<file path="src/rtl/dsw_pkg.sv">
package dsw_pkg;

   typedef enum logic [1:0] {
      FN_DC  = 2'b00,
      FN_RSV = 2'b01,
      FN_TRI = 2'b10,
      FN_SQR = 2'b11
   } wave_fn_e;

   // A function drives a waveform only when its upper bit is set.
   function automatic logic fn_is_wave(input wave_fn_e fn);
      return fn[1];
   endfunction

endpackage

</file>
<file path="src/rtl/dsw_slope_engine.sv">
module dsw_slope_engine #(
   parameter int W = 12
) (
   input  logic         clk,
   input  logic         rst_n,
   input  logic         step,
   input  logic         clear,
   input  logic [W-1:0] rate_up,
   input  logic [W-1:0] rate_dn,
   output logic [W-1:0] phase,
   output logic         rising,
   output logic         hit_peak,
   output logic         hit_floor
);
   localparam logic [W-1:0] TOP = '1;

   if (W < 4) begin : g_width_chk
      $error("dsw_slope_engine: W must be at least 4");
   end

   logic [W:0] up_sum;

   always_comb begin
      up_sum    = {1'b0, phase} + {1'b0, rate_up};
      hit_peak  = rising && (up_sum >= {1'b0, TOP});
      hit_floor = !rising && (phase <= rate_dn);
   end

   always_ff @(posedge clk) begin
      if (!rst_n) begin
         phase  <= '0;
         rising <= 1'b1;
      end else if (clear) begin
         phase  <= '0;
         rising <= 1'b1;
      end else if (step) begin
         if (rising) begin
            if (hit_peak) begin
               phase  <= TOP;
               rising <= 1'b0;
            end else begin
               phase  <= up_sum[W-1:0];
            end
         end else begin
            if (hit_floor) begin
               phase  <= '0;
               rising <= 1'b1;
            end else begin
               phase  <= phase - rate_dn;
            end
         end
      end
   end

   // a rising step never lowers the phase
   p_rise_monotone_r3: assert property (@(posedge clk) disable iff (!rst_n)
      (step && rising && !clear) |=> (phase >= $past(phase)));

   // a falling step never raises the phase
   p_fall_monotone_r4: assert property (@(posedge clk) disable iff (!rst_n)
      (step && !rising && !clear) |=> (phase <= $past(phase)));

   // without a step or a clear the phase and the direction hold
   p_hold_r6: assert property (@(posedge clk) disable iff (!rst_n)
      (!step && !clear) |=> ($stable(phase) && $stable(rising)));

endmodule

</file>
<file path="src/rtl/dsw_run_ctrl.sv">
module dsw_run_ctrl (
   input  logic clk,
   input  logic rst_n,
   input  logic out_en,
   input  logic sync_stop_en,
   input  logic wave_on,
   input  logic floor_evt,
   output logic running,
   output logic clear
);
   logic run_nxt;

   always_comb begin
      if (!wave_on)
         run_nxt = 1'b0;
      else if (!running)
         run_nxt = out_en;
      else if (!out_en && !sync_stop_en)
         run_nxt = 1'b0;
      else if (!out_en && floor_evt)
         run_nxt = 1'b0;
      else
         run_nxt = 1'b1;
      clear = !run_nxt;
   end

   always_ff @(posedge clk) begin
      if (!rst_n)
         running <= 1'b0;
      else
         running <= run_nxt;
   end

   // an immediate disable stops the engine on the next edge
   p_imm_stop_r11: assert property (@(posedge clk) disable iff (!rst_n)
      (running && wave_on && !out_en && !sync_stop_en) |=> !running);

   // a synchronous disable keeps running until the floor is reached
   p_sync_hold_r10: assert property (@(posedge clk) disable iff (!rst_n)
      (running && wave_on && !out_en && sync_stop_en && !floor_evt) |=> running);

   // a DC or reserved function keeps the engine idle
   p_dc_idle_r12: assert property (@(posedge clk) disable iff (!rst_n)
      !wave_on |=> !running);

endmodule

</file>
<file path="src/rtl/dsw_out_stage.sv">
module dsw_out_stage
   import dsw_pkg::*;
#(
   parameter int W = 12
) (
   input  logic         clk,
   input  logic         rst_n,
   input  wave_fn_e     fn,
   input  logic         running,
   input  logic [W-1:0] phase,
   input  logic         rising,
   input  logic         peak_evt,
   input  logic         floor_evt,
   output logic [W-1:0] sample,
   output logic         square_out,
   output logic         sync_hi,
   output logic         sync_lo
);
   localparam logic [W-1:0] HI_LVL = {1'b0, {(W-1){1'b1}}};
   localparam logic [W-1:0] LO_LVL = {1'b1, {(W-1){1'b0}}};

   logic sync_q;

   always_comb begin
      sample = '0;
      if (running) begin
         case (fn)
            FN_TRI:  sample = {~phase[W-1], phase[W-2:0]};
            FN_SQR:  sample = rising ? HI_LVL : LO_LVL;
            default: sample = '0;
         endcase
      end
      square_out = running && rising && fn_is_wave(fn);
   end

   always_ff @(posedge clk) begin
      if (!rst_n)
         sync_q <= 1'b0;
      else
         sync_q <= ((fn == FN_TRI) && floor_evt) || ((fn == FN_SQR) && peak_evt);
   end

   assign sync_hi = sync_q;
   assign sync_lo = ~sync_q;

   // the sync pulse is never wider than one clock
   p_sync_single_r8: assert property (@(posedge clk) disable iff (!rst_n)
      sync_q |=> !sync_q);

   // an idle core drives a zero sample and a low square
   p_idle_zero_r1: assert property (@(posedge clk) disable iff (!rst_n)
      !running |-> (sample == '0 && !square_out));

endmodule

</file>
<file path="src/rtl/dual_slope_wave_core.sv">
module dual_slope_wave_core
   import dsw_pkg::*;
#(
   parameter int PHASE_W = 12
) (
   input  logic               clk,
   input  logic               rst_n,
   input  logic               tick,
   input  logic [1:0]         func_sel,
   input  logic               out_en,
   input  logic               sync_stop_en,
   input  logic [PHASE_W-1:0] rate_up,
   input  logic [PHASE_W-1:0] rate_dn,
   output logic [PHASE_W-1:0] sample,
   output logic               square_out,
   output logic               sync_hi,
   output logic               sync_lo
);
   wave_fn_e           fn;
   logic               running;
   logic               clear;
   logic               step;
   logic [PHASE_W-1:0] phase;
   logic               rising;
   logic               hit_peak;
   logic               hit_floor;
   logic               peak_evt;
   logic               floor_evt;

   assign fn        = wave_fn_e'(func_sel);
   assign step      = tick && running;
   assign peak_evt  = step && hit_peak;
   assign floor_evt = step && hit_floor;

   dsw_run_ctrl u_ctrl (
      .clk          (clk),
      .rst_n        (rst_n),
      .out_en       (out_en),
      .sync_stop_en (sync_stop_en),
      .wave_on      (fn_is_wave(fn)),
      .floor_evt    (floor_evt),
      .running      (running),
      .clear        (clear)
   );

   dsw_slope_engine #(.W(PHASE_W)) u_engine (
      .clk       (clk),
      .rst_n     (rst_n),
      .step      (step),
      .clear     (clear),
      .rate_up   (rate_up),
      .rate_dn   (rate_dn),
      .phase     (phase),
      .rising    (rising),
      .hit_peak  (hit_peak),
      .hit_floor (hit_floor)
   );

   dsw_out_stage #(.W(PHASE_W)) u_out (
      .clk        (clk),
      .rst_n      (rst_n),
      .fn         (fn),
      .running    (running),
      .phase      (phase),
      .rising     (rising),
      .peak_evt   (peak_evt),
      .floor_evt  (floor_evt),
      .sample     (sample),
      .square_out (square_out),
      .sync_hi    (sync_hi),
      .sync_lo    (sync_lo)
   );

   // every start of the engine begins at the lowest point, rising
   p_start_floor_r2: assert property (@(posedge clk) disable iff (!rst_n)
      $rose(running) |-> (phase == '0 && rising));

endmodule

</file>
<file path="config.mk">
export PLATFORM = sky130hd
export DESIGN_NAME = dual_slope_wave_core
export DESIGN_NICKNAME = d
export VERILOG_FILES = /design/src/rtl/dsw_pkg.sv /design/src/rtl/dsw_slope_engine.sv /design/src/rtl/dsw_run_ctrl.sv /design/src/rtl/dsw_out_stage.sv /design/src/rtl/dual_slope_wave_core.sv
export SDC_FILE = /design/constraint.sdc
export NUM_CORES = 1
export LEC_CHECK = 0
export ABC_AREA = 1
export BUFFER_PORTS_ARGS = -buffer_cell sky130_fd_sc_hd__buf_2
export CORE_ASPECT_RATIO = 1.1
export CORE_MARGIN = 3
export CORE_UTILIZATION = 58
export CTS_BUF_LIST = sky130_fd_sc_hd__clkbuf_4 sky130_fd_sc_hd__clkbuf_8
export CTS_CLUSTER_DIAMETER = 200
export DETAILED_ROUTE_END_ITERATION = 10
export PLACE_DENSITY = 0.89
export SKIP_CTS_REPAIR_TIMING = 1
export SYNTH_ARGS = -nofsm -noshare
export SYNTH_HDL_FRONTEND = slang
export SYNTH_HIERARCHICAL = 1
export SYNTH_SLANG_ARGS = --single-unit
</file>
<file path="constraint.sdc">
create_clock -name clk -period 3.1 [get_ports clk]
set_input_delay 0.465 -clock clk [delete_from_list [all_inputs] [get_ports clk]]
set_output_delay 0.465 -clock clk [all_outputs]
set_load 0.005 [all_outputs]
</file>
==> summary.txt, run 1 <==
Placed design
  • IO buf count: 45
  • Gpl congestion: 0.9237
  • Post-DP HPWL: 5010 µm
  • Post-place setup slack: 261.5 ps

Floorplan
  • Die height: 73.76 µm
  • Initial Utilization: 60.62%
  • Num rows: 24
  • Area of the core: 3994 µm²
  • Die area: 4986 µm²
  • Die W: 67.60 µm
  • IO Count: 46

Detailed routing
  • Drc violations: 0
  • Routed vias: 2,697
  • Drt total wl: 6006 µm
  • WL met3: 430 µm
  • Wire per inst: 12.01 µm
  • DR vias/cell: 5.394
  • DR WL met2: 3000 µm
  • Max layer used: met4
  • Initial DRC count: 140
  • Post-Route M1 WL: 2521 µm
  • Antenna violation net count after detailed routing: 0
  • Drt pass-1 iters: 5

Synthesis
  • Area leader, netlist: nand2_1
  • Syn Nets: 464
  • Avg Cell Area, Syn: 5.949 µm²
  • Share of the synthesized area in the top cell type: 16.12%
  • Synth area leaders: nand2_1 16%, dfxtp_1 12%, ha_1 12%
  • Synthesized flop and latch total: 15
  • Async S/R FF share, synth: 0%
  • Sequential area share after synthesis: 12.40%
  • Mapped cell area: 2421 µm²
  • Most instantiated cells after synthesis: 104 x nand2_1, 77 x inv_1, 38 x nand3_1
  • Number of enable flip-flop cells after synthesis: 0
  • Post-Syn Instances: 407
  • Synth Flop Type: dfxtp_1
  • Post-synthesis cell type count: 31
  • Top-count cell post-synth: nand2_1
  • YS warnings: 6

Status
  • Status: finished, final reports clean

STA
  • Rel. slew slack: 57.53%
  • Fin. Hold Viols: 0
  • Final setup vio count: 0
  • RSZ-0062 raised after global routing: false
  • Tightest Pin Transition: 636.4 ps
  • Sum Neg Setup Slack: 0 ps
  • Final WS setup: 307.7 ps
  • Fin crit share: 90.07%
  • Clk_skew: 5.131 ps
  • Min Hold Slack: 458.7 ps
  • Slew Limit Fails: 0
  • Fmax: 358.1 MHz
  • Min Clock Period, post-route: 2792 ps

Min path
  • Worst min-delay path category: input port to flop
  • Hold Crit Depth: 3

Layout
  • Core Util, Final: 67.70%
  • Nets: 506
  • Area Growth Syn to Fin: 11.68%
  • Share of cells above drive strength 1: 19.64%
  • N_diodes: 0

Clock tree
  • Root Buffer: clkbuf_8
  • Clock tree from TritonCTS: built
  • Total CTS buffers: 3
  • Clk sinks: 15
  • Clock-pin slew on the worst setup and hold paths: 60 ps
  • Clock Latency Late Sink: 250 ps
  • Clock Tree Buf Depth: 2
  • H-tree depth: 1

GRT
  • Vias in the first global route: 2,357
  • First-pass GRT wire length: 9784 µm
  • Gr usage total: 24.91%
  • GRT overflow: 0
  • Largest net degree at the start of global routing: 25
  • Initial antenna violation count: 0

Critical path
  • Critical path class: flop to flop
  • CP startpoint kind: flop
  • Data required, critical path: 3270 ps
  • Crit path max fanout: 13
  • Critical path endpoint category: flop
  • R2R cell count: 21
  • WP data arrival: 2960 ps

Power and ir drop
  • Peak VDD IR: 0.1084 mV
  • PwrDens: 190.4 nW/µm²
  • Leak: 1.557 nW
  • Total power: 0.5149 mW

Job
  • Max-cap violations: 0
sequential cells by signal (all words and copies together), names as in the netlist:
name and flops:
u_engine/phase 12, u_ctrl/running 1, u_engine/rising 1, u_out/sync_hi 1
cell type report:
| type | instances | area [µm²] |
|---|---|---|
| sequential | 15 | 300.3 |
| fill | 376 | 1290 |
| multi-input combinational | 304 | 1763 |
| clock buffer | 3 | 41.29 |
| inverter | 79 | 296.5 |
| tap | 52 | 65.06 |
| clock inverter | 1 | 5.005 |
| timing repair buffer | 46 | 232.7 |
cell usage in the layout (no fill, tap or decap), types with 6 or more instances in the layout:
cell type and instances:
a21oi_2 19, a21oi_1 19, xnor2_1 6, buf_2 45
inv_1 77, nand2_2 7, dfxtp_1 15, ha_1 24
nand2_1 104, nor2_1 29, o21ai_0 20, xor2_1 7
nand3_1 38
worst max-delay path, stage by stage (launching register included):
cell	delay (ps)
dfxtp_1	410
inv_1	70
ha_1	220
fa_1	420
o21ai_2	220
nand2_1	90
nand2_2	90
nand2_1	50
nand2_1	90
nand2_1	50
nand2_1	70
inv_1	50
inv_1	50
nor2_1	40
inv_1	60
nand3_2	60
nand2_2	60
nand2_2	50
nor2_1	110
buf_4	170
o21ai_0	100
a31oi_1	170
cells by family after synthesis:
| family | count (synthesis) | synth area share, % |
|---|---|---|
| DFF | 15 | 12.40 |
| adders and majority gates | 26 | 14.06 |
| and+or+nand+nor | 194 | 35.19 |
| xor gates and xnor gates | 13 | 4.703 |
| AOI/OAI and AO/OA | 71 | 18.86 |
| buffers and inverters | 88 | 14.78 |
report_power, final:
| group | total [mW] | internal [mW] | switching [mW] | leakage (nW) |
|---|---|---|---|---|
| registers | 0.197 | 0.195 | 0.00249 | 0.121 |
| logic | 0.159 | 0.0609 | 0.0981 | 1.41 |
| clock network | 0.159 | 0.0890 | 0.0697 | 0.0255 |
metal layers:
| metal | global-route usage (%) | up-vias |
|---|---|---|
| li1 | - | 1388 |
| met1 | 30.90 | 1202 |
| met2 | 46.92 | 99 |
| met3 | 0.9174 | 8 |
| met4 | 4.730 | 0 |
| met5 | 0 | - |
through the flow:
step                cell area, µm²  instances
floorplan                     2421        407
global placement              2658        496
detailed placement            2658        496
CTS                           2704        500
global route                  2704        500
finish                        2704        500
path summary, 6_finish.rpt:
path / startpoint / to / slack, ps
setup / recovery: u_engine/phase[0] / u_engine/phase[6] / 310
hold / removal: rst_n / u_ctrl/running / 460
setup reg to reg: u_engine/phase[0] / u_engine/phase[6] / 310
hold reg to reg: u_ctrl/running / u_ctrl/running / 590
Note: power is estimated with default switching activity, not from simulation.
==> run 2, diff against run 1 <==
Settings changed: BUFFER_PORTS_ARGS -buffer_cell sky130_fd_sc_hd__buf_2 to default, CORE_UTILIZATION 58 to 60, DONT_BUFFER_PORTS from default to 1, HOLD_SLACK_MARGIN from default to 0.15, PLACE_DENSITY 0.89 to 0.82.
==> run 2 against run 1 <==
Effect of this change: critical path depth did not move; sequential share of layout area rose by 0.98 points; hold slack got worse by 110 ps; sequential power barely moved; setup slack got worse by 39 ps; die area fell by 3.0%; final cell count fell by 9.2%; routed wire length fell by 2.0%; register-to-register slack got worse by 40 ps; critical endpoint is now u_engine/phase[10]; highest routed layer unchanged.
==> summary.txt, run 2 (synthesis results as in run 1) <==
Critical path
  • Critical path endpoint category: flop
  • CP startpoint kind: flop
  • Crit path max fanout: 13
  • Reg2Reg Launch Point: u_engine/phase[0]
  • RR Endpoint: u_engine/phase[10]
  • WP data arrival: 3010 ps
  • R2r setup slk: 270 ps
  • Critical path class: flop to flop
  • Data required, critical path: 3280 ps
  • R2R cell count: 21

Detailed routing
  • Routed vias: 2,509
  • Initial DRC count: 219
  • DR vias/cell: 5.526
  • Wire per inst: 12.96 µm
  • Antenna violation net count after detailed routing: 0
  • Drt pass-1 iters: 6
  • Drt total wl: 5884 µm
  • Drc violations: 0

Floorplan
  • Initial Utilization: 64.22%
  • Area of the core: 3770 µm²
  • Num rows: 23
  • Die W: 66.57 µm
  • Die height: 72.63 µm
  • IO Count: 46
  • Die area: 4834 µm²

Clock tree
  • Clock tree from TritonCTS: built
  • H-tree depth: 1
  • Clock-pin slew on the worst setup and hold paths: 60 ps
  • Clk sinks: 15
  • Root Buffer: clkbuf_8
  • Total CTS buffers: 3
  • Clock Tree Buf Depth: 2
  • Clock Latency Late Sink: 240 ps

Placed design
  • IO buf count: 0
  • Gpl congestion: 0.9455
  • Post-DP HPWL: 4911 µm

STA
  • Fin. Hold Viols: 0
  • Fin crit share: 91.34%
  • Rel. slew slack: 62.03%
  • Sum Neg Setup Slack: 0 ps
  • RSZ-0062 raised after global routing: false
  • Slew Limit Fails: 0
  • Clk_skew: 1.326 ps
  • Min Clock Period, post-route: 2832 ps
  • Final setup vio count: 0
  • Fmax: 353.2 MHz
  • Tightest Pin Transition: 569.0 ps

Status
  • Status: finished, final reports clean

Min path
  • Worst min-delay path category: input port to flop
  • Hold Crit Depth: 2
  • Worst hold endpoint: u_ctrl/running
  • Hold Crit Start: rst_n

Layout
  • Most common cell after layout, fill and taps aside: nand2_1
  • Share of cells above drive strength 1: 10.89%
  • Reg with most FFs: u_engine/phase
  • N_diodes: 0
  • Fillers: 372
  • Area Growth Syn to Fin: 2.584%
  • Max FFs per register: 12
  • Core Util, Final: 65.88%
  • Nets: 462
  • Leading cell types in the layout, fill and taps excluded: 104 x nand2_1, 77 x inv_1, 38 x nand3_1, 29 x nor2_1, 24 x ha_1

Job
  • Max-cap violations: 0

GRT
  • First-pass GRT wire length: 9646 µm
  • Vias in the first global route: 2,248
  • Gr usage total: 24.88%
  • GRT overflow: 0
  • Initial antenna violation count: 0
  • Largest net degree at the start of global routing: 25

Power and ir drop
  • Peak VDD IR: 0.1523 mV
  • Leak: 1.365 nW
  • PwrDens: 195.8 nW/µm²
## run 2: worst max-delay path by stage
stage | from | endpoint | slack [ps] | depth (start not counted)
after floorplan | rate_dn[0] | u_engine/phase[0] | 420 | 20
after global placement | rate_dn[0] | u_engine/phase[1] | 340 | 20
after detailed placement | rate_dn[0] | u_engine/phase[6] | 310 | 20
after CTS | u_engine/phase[0] | u_engine/phase[6] | 300 | 21
after global routing | u_engine/phase[0] | u_engine/phase[1] | 20 | 21
final | u_engine/phase[0] | u_engine/phase[10] | 270 | 21
## run 2: report_power, final
group,leakage (nW),switching (mW),internal (mW)
sequential,0.121,0.00248,0.195
clock,0.0255,0.0670,0.0889
combinational,1.22,0.0868,0.0464
## run 2: through the flow
step                cell area [µm²]  std cells  power (mW)  hold WS (ps)  worst slack [ps]
detailed placement             2437        450      0.3322         585.3             308.5
CTS                            2484        454      0.4879         345.9             304.0
floorplan                      2421        407      0.3150         499.3             415.6
global placement               2437        450      0.3298         565.0             344.5
global route                   2484        454      0.5148         339.6             21.18
finish                         2484        454      0.4863         352.9             268.5
## run 2: area by class of cell
type	instances	area [µm²]	area share, %
clock inverters	1	5.005	0.2015
well taps	50	62.56	2.519
inverters	79	296.5	11.94
multi-input cells	304	1763	70.98
clock buffers	3	41.29	1.662
flip-flops and latches	15	300.3	12.09
repair buffers	2	15.01	0.6045
## run 2: worst max-delay path: stages (launching register included)
cell and delay, ps:
dfxtp_1 420, inv_1 80, ha_1 230, fa_1 420
o21ai_2 210, nand2_1 90, nand2_2 90, nand2_1 50
nand2_1 110, nand2_1 70, nand2_1 70, inv_1 50
inv_1 50, nor2_1 50, inv_1 60, nand3_2 60
nand2_2 60, nand2_2 60, nor2_1 100, buf_4 180
o21ai_0 120, a21oi_2 130
## run 2: per-layer routing
metal | GRT usage (%) | share of wire, %
met5 | 0 | 0
met4 | 6.546 | 0.85
met3 | 1.387 | 4.4
met2 | 43.72 | 49
met1 | 32.86 | 46
==> run 3, diff against run 2 <==
--- a/config.mk
+++ b/config.mk
@@ -17,2 +17,3 @@
 export PLACE_DENSITY = 0.82
+export SETUP_SLACK_MARGIN = 0.5
 export SKIP_CTS_REPAIR_TIMING = 1
==> constraint.sdc (replaced) <==
create_clock -name clk -period 3.1 [get_ports clk]
set_input_delay 0.62 -clock clk [delete_from_list [all_inputs] [get_ports clk]]
set_output_delay 0.62 -clock clk [all_outputs]
set_load 0.005 [all_outputs]
==> run 3 against run 2 <==
Effect of this change: utilization up 4.6 points; routed wire length rose by 7.0%; critical path depth fell by 1; register-to-register slack better by 280 ps; sequential power is essentially flat; global-route usage shrank 0.35 points; largest cell class unchanged.
==> summary.txt, run 3 (synthesis results as in run 1) <==
Critical path
  • CP startpoint kind: flop
  • Data required, critical path: 3270 ps
  • Critical path class: flop to flop
  • Critical path endpoint category: flop
  • Crit path max fanout: 7
  • WP data arrival: 2730 ps

Floorplan
  • Die height: 72.63 µm
  • Num rows: 23
  • Die W: 66.57 µm
  • Die area: 4834 µm²
  • Area of the core: 3770 µm²
  • IO Count: 46
  • Initial Utilization: 64.22%

Min path
  • Worst min-delay path category: input port to flop

GRT
  • Gr usage total: 24.53%
  • Vias in the first global route: 2,304
  • Largest net degree at the start of global routing: 25
  • First-pass GRT wire length: 9473 µm
  • GRT overflow: 0
  • Initial antenna violation count: 0

Layout
  • Reg with most FFs: u_engine/phase
  • Nets: 471
  • Area Growth Syn to Fin: 9.716%
  • Most common cell after layout, fill and taps aside: nand2_1
  • N_diodes: 0
  • Max FFs per register: 12
  • Leading cell types in the layout, fill and taps excluded: 100 x nand2_1, 73 x inv_1, 38 x nand3_1, 27 x nor2_1, 21 x ha_1
  • Share of cells above drive strength 1: 18.16%
  • Design area: 2656 µm²

Job
  • Max-cap violations: 0

STA
  • Slew Limit Fails: 0
  • Fmax: 391.7 MHz
  • Final WS setup: 547.1 ps
  • Min Clock Period, post-route: 2553 ps
  • RSZ-0062 raised after global routing: true
  • Min Hold Slack: 488.6 ps
  • Clk_skew: 2.304 ps
  • Rel. slew slack: 55.81%
  • Fin crit share: 82.35%
  • Sum Neg Setup Slack: 0 ps
  • Fin. Hold Viols: 0
  • Final setup vio count: 0
  • Tightest Pin Transition: 662.2 ps

Status
  • Status: finished, final reports clean

Power and ir drop
  • Flop pwr share: 38.5%
  • Internal: 0.3469 mW
  • Peak VDD IR: 0.1325 mV
  • Total power: 0.5109 mW
  • Switching share of power: 32.11%
  • P_sw: 0.1640 mW
  • Clock share of power: 32.7%
  • Leak: 1.419 nW
  • PwrDens: 192.3 nW/µm²
  • Logic pwr share: 28.8%

Clock tree
  • H-tree depth: 1
  • Clock-pin slew on the worst setup and hold paths: 60 ps
  • Root Buffer: clkbuf_8
  • Clock Tree Buf Depth: 2
  • Clock Latency Late Sink: 250 ps
  • Clock tree from TritonCTS: built
  • Clk sinks: 15
  • Total CTS buffers: 3

Placed design
  • Post-place setup slack: 244.6 ps
  • Post-DP HPWL: 4932 µm
  • IO buf count: 0
  • Placement Cell Area: 2442 µm²
  • Gpl congestion: 0.9427

Detailed routing
  • Wire per inst: 13.59 µm
  • DR vias/cell: 5.631
  • Routed vias: 2,607
  • Antenna violation net count after detailed routing: 0
  • Initial DRC count: 198
  • Drc violations: 0
  • Drt pass-1 iters: 5
  • Drt total wl: 6294 µm
[run 3: changes by cell type in the layout (fill, tap and decap cells not counted), moves of 3 or more]
cell,previous run,this run
o21ai_0,20,12
nand2_1,104,100
buf_4,2,10
ha_1,24,21
inv_1,77,73
dfxtp_2,0,3
inv_2,2,6
nor2_4,0,3
o21ai_1,0,6
dfxtp_1,15,11
nand2_2,7,10
[run 3: cell type report]
type | instances | area [µm²]
fill | 335 | 1114
multi-input combinational | 305 | 1866
timing repair buffer | 10 | 75.07
tap | 50 | 62.56
inverter | 79 | 296.5
clock buffer | 4 | 48.80
sequential | 15 | 307.8
[run 3: power by group through the flow]
| stage | combinational [mW] | sequential [mW] | clock [mW] |
|---|---|---|---|
| floorplan | 0.117 | 0.200 | 0 |
| global placement | 0.130 | 0.201 | 0 |
| detailed placement | 0.131 | 0.201 | 0 |
| CTS | 0.133 | 0.197 | 0.167 |
| global route | 0.165 | 0.197 | 0.177 |
| finish | 0.147 | 0.197 | 0.167 |
[run 3: final timing paths]
path                      from                end  slack (ps)  depth (start not counted)
max          u_engine/phase[0]  u_engine/phase[0]         550                         20
min                      rst_n     u_ctrl/running         490                          2
max reg2reg  u_engine/phase[0]  u_engine/phase[0]         550                         20
min reg2reg  u_engine/phase[8]  u_engine/phase[8]         560                          2
[run 3: through the flow]
stage,cells,util [%]
2_1_floorplan,407,-
3_3_place_gp,449,64.79
3_5_place_dp,449,64.79
4_1_cts,453,66.08
5_1_grt,463,70.46
6_report,463,70.46
[run 3: metal layers]
layer / global-route usage [%] / up-vias / part of all wire, %
li1: - / 1309 / -
met1: 30.71 / 1181 / 43
met2: 42.62 / 101 / 48
met3: 2.773 / 16 / 5.3
met4: 9.481 / 0 / 2.7
met5: 0 / - / 0
[run 3: worst max-delay path: stages (launching register included)]
cell,delay [ps]
dfxtp_4,380
inv_2,50
ha_4,150
fa_2,370
o21ai_4,180
nand2_1,80
nand2_2,100
nand2_2,50
nand2_2,80
nand2_2,50
nand2_2,70
inv_2,40
inv_2,60
nor2_4,40
inv_2,50
nand3_2,60
nand2_2,90
nand2_4,80
nor2_4,210
o21ai_1,120
a21oi_2,140
